**src/rtl/rtc_pkg.sv**
```systemverilog
package rtc_pkg;
  localparam logic [7:0] OFF_SEC_LIVE   = 8'h08;
  localparam logic [7:0] OFF_SEC_SHADOW = 8'h0C;
  localparam logic [7:0] OFF_MSEC       = 8'h10;
endpackage

```
**src/rtl/rtc_ms_counter.sv**
```systemverilog
module rtc_ms_counter #(
  parameter int MS_PER_SEC = 1000,
  parameter int MS_W       = $clog2(MS_PER_SEC)
) (
  input  logic            clk,
  input  logic            rst,
  input  logic            tick,
  input  logic            clr,
  output logic [MS_W-1:0] ms,
  output logic            carry
);
  localparam logic [MS_W-1:0] MS_MAX = MS_W'(MS_PER_SEC - 1);

  assign carry = tick && (ms == MS_MAX);

  always_ff @(posedge clk) begin
    if (rst || clr) ms <= '0;
    else if (tick)  ms <= carry ? '0 : ms + 1'b1;
  end


  ms_step_chk: assert property (@(posedge clk) disable iff (rst)
    (tick && !clr && ms != MS_MAX) |=> ms == $past(ms) + 1'b1);

  ms_wrap_chk: assert property (@(posedge clk) disable iff (rst)
    (tick && !clr && ms == MS_MAX) |=> ms == '0);

  ms_idle_chk: assert property (@(posedge clk) disable iff (rst)
    (!tick && !clr) |=> $stable(ms));
endmodule

```
**src/rtl/rtc_sec_counter.sv**
```systemverilog
module rtc_sec_counter #(
  parameter int SEC_W = 32
) (
  input  logic             clk,
  input  logic             rst,
  input  logic             inc,
  input  logic             load,
  input  logic [SEC_W-1:0] din,
  output logic [SEC_W-1:0] sec
);
  always_ff @(posedge clk) begin
    if (rst)       sec <= '0;
    else if (load) sec <= din;
    else if (inc)  sec <= sec + 1'b1;
  end


  sec_inc_chk: assert property (@(posedge clk) disable iff (rst)
    (inc && !load) |=> sec == $past(sec) + 1'b1);

  sec_load_chk: assert property (@(posedge clk) disable iff (rst)
    load |=> sec == $past(din));
endmodule

```
**src/rtl/rtc_shadow.sv**
```systemverilog
module rtc_shadow #(
  parameter int SEC_W = 32
) (
  input  logic             clk,
  input  logic             rst,
  input  logic             capture,
  input  logic [SEC_W-1:0] sec_in,
  output logic [SEC_W-1:0] shadow
);
  always_ff @(posedge clk) begin
    if (rst)          shadow <= '0;
    else if (capture) shadow <= sec_in;
  end


  shadow_cap_chk: assert property (@(posedge clk) disable iff (rst)
    capture |=> shadow == $past(sec_in));

  shadow_hold_chk: assert property (@(posedge clk) disable iff (rst)
    !capture |=> $stable(shadow));
endmodule

```
**src/rtl/rtc_snap.sv**
```systemverilog
module rtc_snap #(
  parameter int MS_PER_SEC = 1000,
  parameter int SEC_W      = 32,
  parameter int ADDR_W     = 8,
  parameter int DATA_W     = 32
) (
  input  logic              clk,
  input  logic              rst,
  input  logic              tick,
  input  logic [ADDR_W-1:0] addr,
  input  logic [DATA_W-1:0] wdata,
  input  logic              wr_en,
  input  logic              rd_en,
  output logic [DATA_W-1:0] rdata
);
  import rtc_pkg::*;

  localparam int MS_W = $clog2(MS_PER_SEC);

  logic [MS_W-1:0]   ms;
  logic              carry;
  logic [SEC_W-1:0]  sec, shadow;
  logic              sel_live, sel_shadow, sel_ms;
  logic              wr_sec, rd_ms;
  logic [DATA_W-1:0] rd_mux;

  assign sel_live   = (addr == ADDR_W'(OFF_SEC_LIVE));
  assign sel_shadow = (addr == ADDR_W'(OFF_SEC_SHADOW));
  assign sel_ms     = (addr == ADDR_W'(OFF_MSEC));
  assign wr_sec     = wr_en && sel_live;
  assign rd_ms      = rd_en && sel_ms;

  rtc_ms_counter #(.MS_PER_SEC(MS_PER_SEC), .MS_W(MS_W)) u_ms (
    .clk(clk), .rst(rst), .tick(tick), .clr(wr_sec), .ms(ms), .carry(carry));

  rtc_sec_counter #(.SEC_W(SEC_W)) u_sec (
    .clk(clk), .rst(rst), .inc(carry), .load(wr_sec),
    .din(wdata[SEC_W-1:0]), .sec(sec));

  rtc_shadow #(.SEC_W(SEC_W)) u_shadow (
    .clk(clk), .rst(rst), .capture(rd_ms), .sec_in(sec), .shadow(shadow));

  always_comb begin
    rd_mux = '0;
    if (sel_live)        rd_mux = DATA_W'(sec);
    else if (sel_shadow) rd_mux = DATA_W'(shadow);
    else if (sel_ms)     rd_mux = DATA_W'(ms);
  end

  always_ff @(posedge clk) begin
    if (rst)        rdata <= '0;
    else if (rd_en) rdata <= rd_mux;
  end


  rdata_hold_chk: assert property (@(posedge clk) disable iff (rst)
    !rd_en |=> $stable(rdata));

  unmapped_zero_chk: assert property (@(posedge clk) disable iff (rst)
    (rd_en && !sel_live && !sel_shadow && !sel_ms) |=> rdata == '0);

  load_clears_ms_chk: assert property (@(posedge clk) disable iff (rst)
    wr_sec |=> ms == '0);
endmodule

```
**config.mk**
```make
export PLATFORM = sky130hd
export DESIGN_NAME = rtc_snap
export DESIGN_NICKNAME = d
export VERILOG_FILES = /design/src/rtl/rtc_pkg.sv /design/src/rtl/rtc_ms_counter.sv /design/src/rtl/rtc_sec_counter.sv /design/src/rtl/rtc_shadow.sv /design/src/rtl/rtc_snap.sv
export SDC_FILE = /design/constraint.sdc
export NUM_CORES = 1
export LEC_CHECK = 0
export BUFFER_PORTS_ARGS = -buffer_cell sky130_fd_sc_hd__buf_4
export CAP_MARGIN = 20
export CORE_MARGIN = 1
export CORE_UTILIZATION = 45
export DETAILED_ROUTE_END_ITERATION = 8
export PLACE_DENSITY = 0.72
export SYNTH_ARGS = -nofsm -noshare
export SYNTH_HDL_FRONTEND = slang
export SYNTH_SLANG_ARGS = --single-unit
export TNS_END_PERCENT = 5
```
**constraint.sdc**
```tcl
create_clock -name clk -period 2.4 [get_ports clk]
set_input_delay 0.36 -clock clk [delete_from_list [all_inputs] [get_ports clk]]
set_output_delay 0.36 -clock clk [all_outputs]
set_load 0.01 [all_outputs]
```
* After elaboration in Yosys (flattened, before gate mapping)
Index checks and enable logic that the tools add are counted.
W data, S select, Z words.
** Word-level totals
- Bits in registers :: 106
- Output and inout bits :: 32
- Word-level logic and storage cells :: 21
** Cells by class
- $add $sub $neg :: 2
- Equal/unequal tests :: 4
- Multiplexer cells :: 6
- Reduce and logical (&&, ||, !) cells :: 5
** Operators with widths (count)
- $mux W32 :: 4
- $add A32 B1 Y32 const B :: 1
- $mux W10 :: 2
- $eq A8 B4 Y1 const B :: 2
- $add A10 B1 Y10 const B :: 1
- $eq A10 B10 Y1 const B :: 1
- $eq A8 B5 Y1 const B :: 1
- $logic_and A1 B1 Y1 :: 3
- $reduce_bool A2 Y1 :: 1
- $logic_or A1 B1 Y1 :: 1

* Longest topological paths before layout
Gate-level depths: netlist (run 1).
- Depth in word-level cells :: 4
- Gate-level depth with buffers :: 7
- Mapped depth without buffers :: 5

* By module
Synthesis (run 1) repeated with hierarchy kept, for this count alone.
** Unflattened totals
- Cells, all modules :: 590
- Area, all modules :: 5380.2 um2
** By module, submodules not included
- rtc_sec_counter :: instances 1, cells each 241, area each 1924.3 um2, sequential area each 640.6 um2
- rtc_snap :: instances 1, cells each 190, area each 1803.0 um2, sequential area each 640.6 um2
- rtc_shadow :: instances 1, cells each 103, area each 1163.6 um2, sequential area each 640.6 um2
- rtc_ms_counter :: instances 1, cells each 56, area each 489.2 um2, sequential area each 200.2 um2

* Worst setup path before layout (run 1)
Ideal clock, no wire load.
- Kind :: reg2reg
- Start point :: register u_ms.ms[0]
- End point :: register u_sec.sec[12]
- Setup time :: 0.091 ns
- Arrival time :: 2.032 ns
- Data required time :: 2.309 ns
- Slack :: 0.277 ns
- Cell stages (with the launch flop) :: 7
- Path buffers :: 1
- Path through :: dfxtp_1 -> ha_1 -> nand4bb_1 -> or4_4 -> buf_2 -> or4_1 -> a311oi_1
** On the way
- Word-level cells in the longest chain between the ends :: 3
** Ends and longest elaborated chain
- start: declaration :: line rtc_ms_counter.sv:9 : output logic [MS_W-1:0] ms,
- start signal: assignment :: line rtc_ms_counter.sv:18 : else if (tick) ms <= carry ? '0 : ms + 1'b1;
- $eq A10 B10 Y1 :: line rtc_ms_counter.sv:14 : assign carry = tick && (ms == MS_MAX);
- $logic_and A1 B1 Y1 :: line rtc_ms_counter.sv:14
- $reduce_bool A2 Y1 (no source line)
- end signal: assignment :: line rtc_sec_counter.sv:13 : else if (load) sec <= din;
- end signal: assignment :: line rtc_sec_counter.sv:14 : else if (inc) sec <= sec + 1'b1;
- end: declaration :: line rtc_sec_counter.sv:9 : output logic [SEC_W-1:0] sec
Every way passes these cells.
A chain may end at the register's enable or synchronous reset.

* Worst setup path after layout (run 1)
- Start point :: register u_ms.ms[0]
- End point :: register u_sec.sec[4]
Same word-level chain as after synthesis.

==> results of run 1 <==
==> flip-flops by register name (all words and copies together), names as in the netlist <==
| signal | cells |
|---|---|
| rdata | 32 |
| u_sec.sec | 32 |
| u_ms.ms | 10 |
| u_shadow.shadow | 32 |
==> layout make-up <==
type,instances,area [um^2]
fillers,1113,5290
multi-input cells,514,3160
flip-flops and latches,106,2120
repair buffers,125,951
clock buffers,11,233
well taps,147,184
clock inverters,3,42.5
inverters,8,30.0
==> cell usage after synthesis, types with 13 or more instances <==
master / n / area [um^2]
a21oi_1: 75 / 375
a311oi_1: 16 / 140
and2_1: 13 / 81.3
clkbuf_1: 44 / 165
dfxtp_1: 106 / 2120
mux2_2: 19 / 214
nand2_1: 85 / 319
nand2b_1: 15 / 93.8
nand3_1: 15 / 75.1
nand3b_1: 19 / 143
nand4_1: 16 / 100
nor2_1: 61 / 229
nor2b_1: 29 / 181
==> timing repair <==
item                       in CTS  in global routing
setup endpoints to repair       0                 13
gates resized for setup         0                  3
hold buffers                    0                  0
buffers inserted                0                  1
==> per-stage QoR <==
| stage | worst slack (ns) | area (um^2) |
|---|---|---|
| final | 0.112 | 6720 |
| after global routing | 0.0106 | 6720 |
| after CTS | 0.0273 | 6710 |
| after detailed placement | 0.0558 | 6430 |
| after global placement | 0.150 | 6430 |
| after floorplan | 0.277 | 5530 |
==> per-layer routing <==
metal  wire (um)  share of wire, %
met1        6840                45
met5           0                 0
met3         716               4.7
met2        7380                49
met4         264               1.7
==> power by group through the flow <==
stage                     logic [W]  clock network (W)  registers (W)
after floorplan            0.000102                  0        0.00181
after global placement     0.000188                  0        0.00181
after detailed placement   0.000193                  0        0.00181
after CTS                  0.000194            0.00145        0.00177
after global routing       0.000212            0.00152        0.00177
final                      0.000196            0.00142        0.00177
==> kinds of logic after synthesis <==
kind of cell	count (synthesis)	synth area share, %
DFF	106	38.4
muxes	21	4.23
AOI/OAI and AO/OA	157	19.0
xor gates and xnor gates	11	1.74
buffers and inverters	64	4.66
and+or+nand+nor	323	31.5
adders and majority gates	2	0.452
==> how the worst min path moves through the flow <==
stage,from,to,depth (start not counted)
3_5_place_dp,u_shadow.shadow[7],u_shadow.shadow[7],2
4_1_cts,wdata[19],u_sec.sec[19],3
5_1_grt,wdata[24],u_sec.sec[24],3
6_report,wdata[24],u_sec.sec[24],3
2_1_floorplan,u_shadow.shadow[0],u_shadow.shadow[0],2
3_3_place_gp,u_shadow.shadow[7],u_shadow.shadow[7],2
==> worst min-delay path, delay by kind of cell <==
kind                   cells  cell delay, ns
AND/OR/NAND/NOR            2            0.15
buffers and inverters      1            0.08
==> metrics.yaml, run 1 <==
cp.depth: 6
cap_violations: 0
switchingPower_w: 0.000743
slowest_delay_ns: 0.61
cp-end-kind: "flop"
cp_max_fo: 6
grtUsageTotal_pct: 24.5
dpl.cell_count: 899
yosys_register_bits: 106
die_area_mm2: 0.0127
path_delay_family: "simple AND/OR/NAND/NOR gates"
async_flop_share_pct: 0
min_period_ns: 2.29
htree_levels: 3
setup_viol: 0
rsz0062_at_grt: "no"
synth_area_mm2: 0.00553
startpoint_type: "flop"
min_path_type: "in2reg"
drtPass1Iterations: 7
slew_headroom_pct: 49.5
r2r_slack_ns: 0.11
crit_type: "reg2reg"
slew_viol_final: 0
clk_latency_ns: 0.35
layout_commonest_cell: "buf_4"
syn_area_per_cell_um2: 8.09
via_count: 5414
cp_cell_sequence: "ha_2, nand4bb_1, or4_4, buf_4, or3_1, a311oi_1"
grt_pass1_wl_um: 25100
grt_pass1_vias: 5161
fin_util_pct: 56.0
finClkSkew_ns: 0.00518
clock_path_buffers: 2
synthDistinctLibCells: 53
initial_core_util_pct: 46.0
switching_share_pct: 21.9
met2_usage_pct: 41.1
layout_common_cells: "buf_4 (124), dfxtp_1 (106), nand2_1 (85)"
arrival_ns: 2.54
crit_end: "u_sec.sec[4]"
tns_ns: 0
hold_violations: 0
r2r-start: "u_ms.ms[0]"
rows: 40
whs_ns: 0.264
syn_to_final_growth_pct: 21.6
stdcell_count: 914
use_met1_pct: 31.8
vias_per_cell: 5.92
ir_drop_mv: 0.397
diodes: 0
cts_tree: "built"
synth_warnings: 0
fmax_mhz: 437
cp-startpoint: "u_ms.ms[0]"
finalNetCount: 811
crit_required_ns: 2.65
use_met3_pct: 4.98
antenna_left: 0
status: "completed"
gp_congestion: 0.938
fin_crit_sh_pct: 95.3
cts_inserted_buffers: 9
cts-root-buf: "clkbuf_16"
drt-wirelength-per-cell_um: 16.6
overflow: 0
port_buffers: 76
p_int_w: 0.00264
total_power_w: 0.00339
p_leak_nw: 2.44
pwr-share-comb_pct: 5.8
dp_hpwl_um: 10900
rr_worst_depth: 6
antenna_found_initial: 0
die_h_um: 113
synth_edf_count: 0
syn_nets: 731
grt_max_degree: 73
drc: 0
syn_inst: 684
clockPowerShare_pct: 42.0
drive_gt1_share_pct: 22.8
core_mm2: 0.0120
r2r-end: "u_sec.sec[4]"
crit_path_top_delay_cell: "or4_4"
drt_iter0_drc: 363
drt-total-wl_um: 15200
worst_slew_pin_slew_ns: 0.758
fp.dieW_um: 113
clock_sinks: 106
crit_buf_inv: 1
seqPwrFrac_pct: 52.2
yosysSeqAreaShare_pct: 38.4
grt_busiest_layer: "met2"
ios: 77
p_per_area_mw_per_mm2: 504
synth_ff_type: "dfxtp_1"
cts.clk_slew.worst_paths_ns: 0.07
No activity file was read; power rests on OpenSTA's default activity.
==> run 2: changes to the inputs <==
Settings changed: BUFFER_PORTS_ARGS -buffer_cell sky130_fd_sc_hd__buf_4 to unset, CORE_MARGIN 1 to unset, DONT_BUFFER_PORTS set to 1, PLACE_DENSITY 0.72 to 0.67.
==> metrics.yaml, run 2 (same netlist as run 1, synthesis figures left out) <==
status: "completed"
slew_headroom_pct: 62.4  # +13 points
grt_pass1_wl_um: 24200  # -3.7%
drc: 0  # unchanged
layout_commonest_cell: "dfxtp_1"
crit_type: "reg2reg"
drt_iter0_drc: 394  # +8.5%
grt_max_degree: 120  # +64%
clock_sinks: 106  # unchanged
clockPowerShare_pct: 46.2  # +4.2 points
cts_tree: "built"
top_regs: "rdata (32), u_sec.sec (32), u_shadow.shadow (32)"
vias_per_cell: 6.13  # +3.5%
diodes: 0  # unchanged
min_path_type: "in2reg"
setup_viol: 0  # unchanged
layout_common_cells: "dfxtp_1 (106), nand2_1 (85), a21oi_1 (75)"
dp_hpwl_um: 10400  # -4.7%
initial_core_util_pct: 46.0  # unchanged
rsz0062_at_grt: "yes"
fp.dieW_um: 113  # unchanged
clk_latency_ns: 0.35  # about the same
antenna_left: 0  # unchanged
p_leak_nw: 2.04  # -16%
die_area_mm2: 0.0127  # unchanged
clock_path_buffers: 2  # unchanged
startpoint_type: "flop"
fmax_mhz: 435  # -0.50%
cp-end-kind: "flop"
min_period_ns: 2.30  # +0.0115 ns
crit_path_top_delay_cell: "or4_2"
slew_viol_final: 0  # unchanged
grt_pass1_vias: 4754  # -7.9%
tns_ns: 0  # unchanged
grtUsageTotal_pct: 24.1  # -0.32 points
core_mm2: 0.0120  # unchanged
hold_buffers: 0  # unchanged
htree_levels: 3  # unchanged
die_h_um: 113  # unchanged
arrival_ns: 2.56  # +0.02 ns
drt-wirelength-per-cell_um: 18.0  # +8.4%
drtPass1Iterations: 5  # -2
hold_violations: 0  # unchanged
cp_cell_sequence: "ha_1, nand4bb_1, or4_4, or4_2, a311oi_1"
drt-total-wl_um: 15000  # -1.2%
finalNetCount: 728  # -10%
finClkSkew_ns: 0.00745  # +0.00226 ns
crit_required_ns: 2.66  # about the same
switchingPower_w: 0.000693  # -6.7%
cap_violations: 0  # unchanged
via_count: 5108  # -5.7%
overflow: 0  # unchanged
cp_max_fo: 14  # +8
p_int_w: 0.00272  # +2.9%
cts_inserted_buffers: 9  # unchanged
antenna_found_initial: 0  # unchanged
p_per_area_mw_per_mm2: 555  # +10%
worst_slew_pin_slew_ns: 0.563  # -0.195 ns
pwr-share-comb_pct: 2.1  # -3.7 points
drive_gt1_share_pct: 13.8  # -9.0 points
rows: 40  # unchanged
fin_crit_sh_pct: 95.8  # +0.48 points
slowest_delay_ns: 0.57  # -0.04 ns
gp_congestion: 0.893  # -4.8%
port_buffers: 0  # -100%
syn_to_final_growth_pct: 11.2
fin_util_pct: 51.2  # -4.8 points
seqPwrFrac_pct: 51.8  # -0.4 points
cts-root-buf: "clkbuf_16"
r2r_slack_ns: 0.10  # about the same
cts.clk_slew.worst_paths_ns: 0.07  # about the same
switching_share_pct: 20.3  # -1.6 points
ir_drop_mv: 0.467  # +18%
ios: 77  # unchanged
[run 2: cell count changes in the layout (fill, tap and decap cells not counted)]
cell | previous run | this run
clkinvlp_4 | 1 | 2
clkbuf_1 | 2 | 0
clkbuf_8 | 0 | 4
ha_2 | 1 | 0
ha_1 | 1 | 2
buf_4 | 124 | 41
clkinv_2 | 1 | 0
[run 2: stage by stage]
stage | hold slack [ns] | cells | cell area, um^2 | power [W] | worst slack, ns
floorplan | 0.432 | 684 | 5530 | 0.00191 | 0.277
global placement | 0.432 | 817 | 5810 | 0.00187 | 0.129
detailed placement | 0.437 | 817 | 5810 | 0.00188 | 0.0371
CTS | 0.0614 | 833 | 6140 | 0.00346 | 0.0214
global route | 0.0605 | 833 | 6150 | 0.00353 | -0.0138
finish | 0.0768 | 833 | 6150 | 0.00341 | 0.100
[run 2: routing by layer]
| metal | share of wire [%] | GRT usage [%] |
|---|---|---|
| met3 | 6.9 | 6.21 |
| met4 | 2.5 | 10.2 |
| met2 | 47 | 38.8 |
| met5 | 0 | 0 |
| met1 | 44 | 30.8 |
[run 2: final timing paths]
kind / end / cells past startpoint / start
setup / recovery: u_sec.sec[8] / 5 / u_ms.ms[0]
hold / removal: u_shadow.shadow[27] / 1 / rst
setup reg to reg: u_sec.sec[8] / 5 / u_ms.ms[0]
hold reg to reg: u_shadow.shadow[8] / 2 / u_shadow.shadow[8]
[run 2: timing repair]
| action | CTS | global route |
|---|---|---|
| setup endpoints to repair | 0 | 12 |
| gates resized for setup | 0 | 2 |
| hold endpoints to repair | 0 | 0 |
| buffers inserted | 0 | 0 |
[run 2: area by class of cell]
| cell class | instances | area (um^2) |
|---|---|---|
| clock inverter | 3 | 45.0 |
| multi-input combinational | 514 | 3160 |
| tap | 147 | 184 |
| inverter | 8 | 30.0 |
| sequential | 106 | 2120 |
| timing repair buffer | 42 | 328 |
| clock buffer | 13 | 280 |
| fill | 1197 | 5860 |
[run 2: critical path, delay by kind of cell, from the launching register on]
kind	cells	cell delay [ns]
AO/OA/AOI/OAI	1	0.25
AND/OR/NAND/NOR	3	1.33
adder cells (fa/ha/maj)	1	0.24
flip-flops	1	0.39
[run 2: power groups by stage]
stage / clock network [W] / logic (W) / registers, W
after detailed placement: 0 / 0.0000704 / 0.00181
after global placement: 0 / 0.0000680 / 0.00181
final: 0.00158 / 0.0000714 / 0.00177
after CTS: 0.00162 / 0.0000705 / 0.00177
after floorplan: 0 / 0.000102 / 0.00181
after global routing: 0.00168 / 0.0000774 / 0.00177
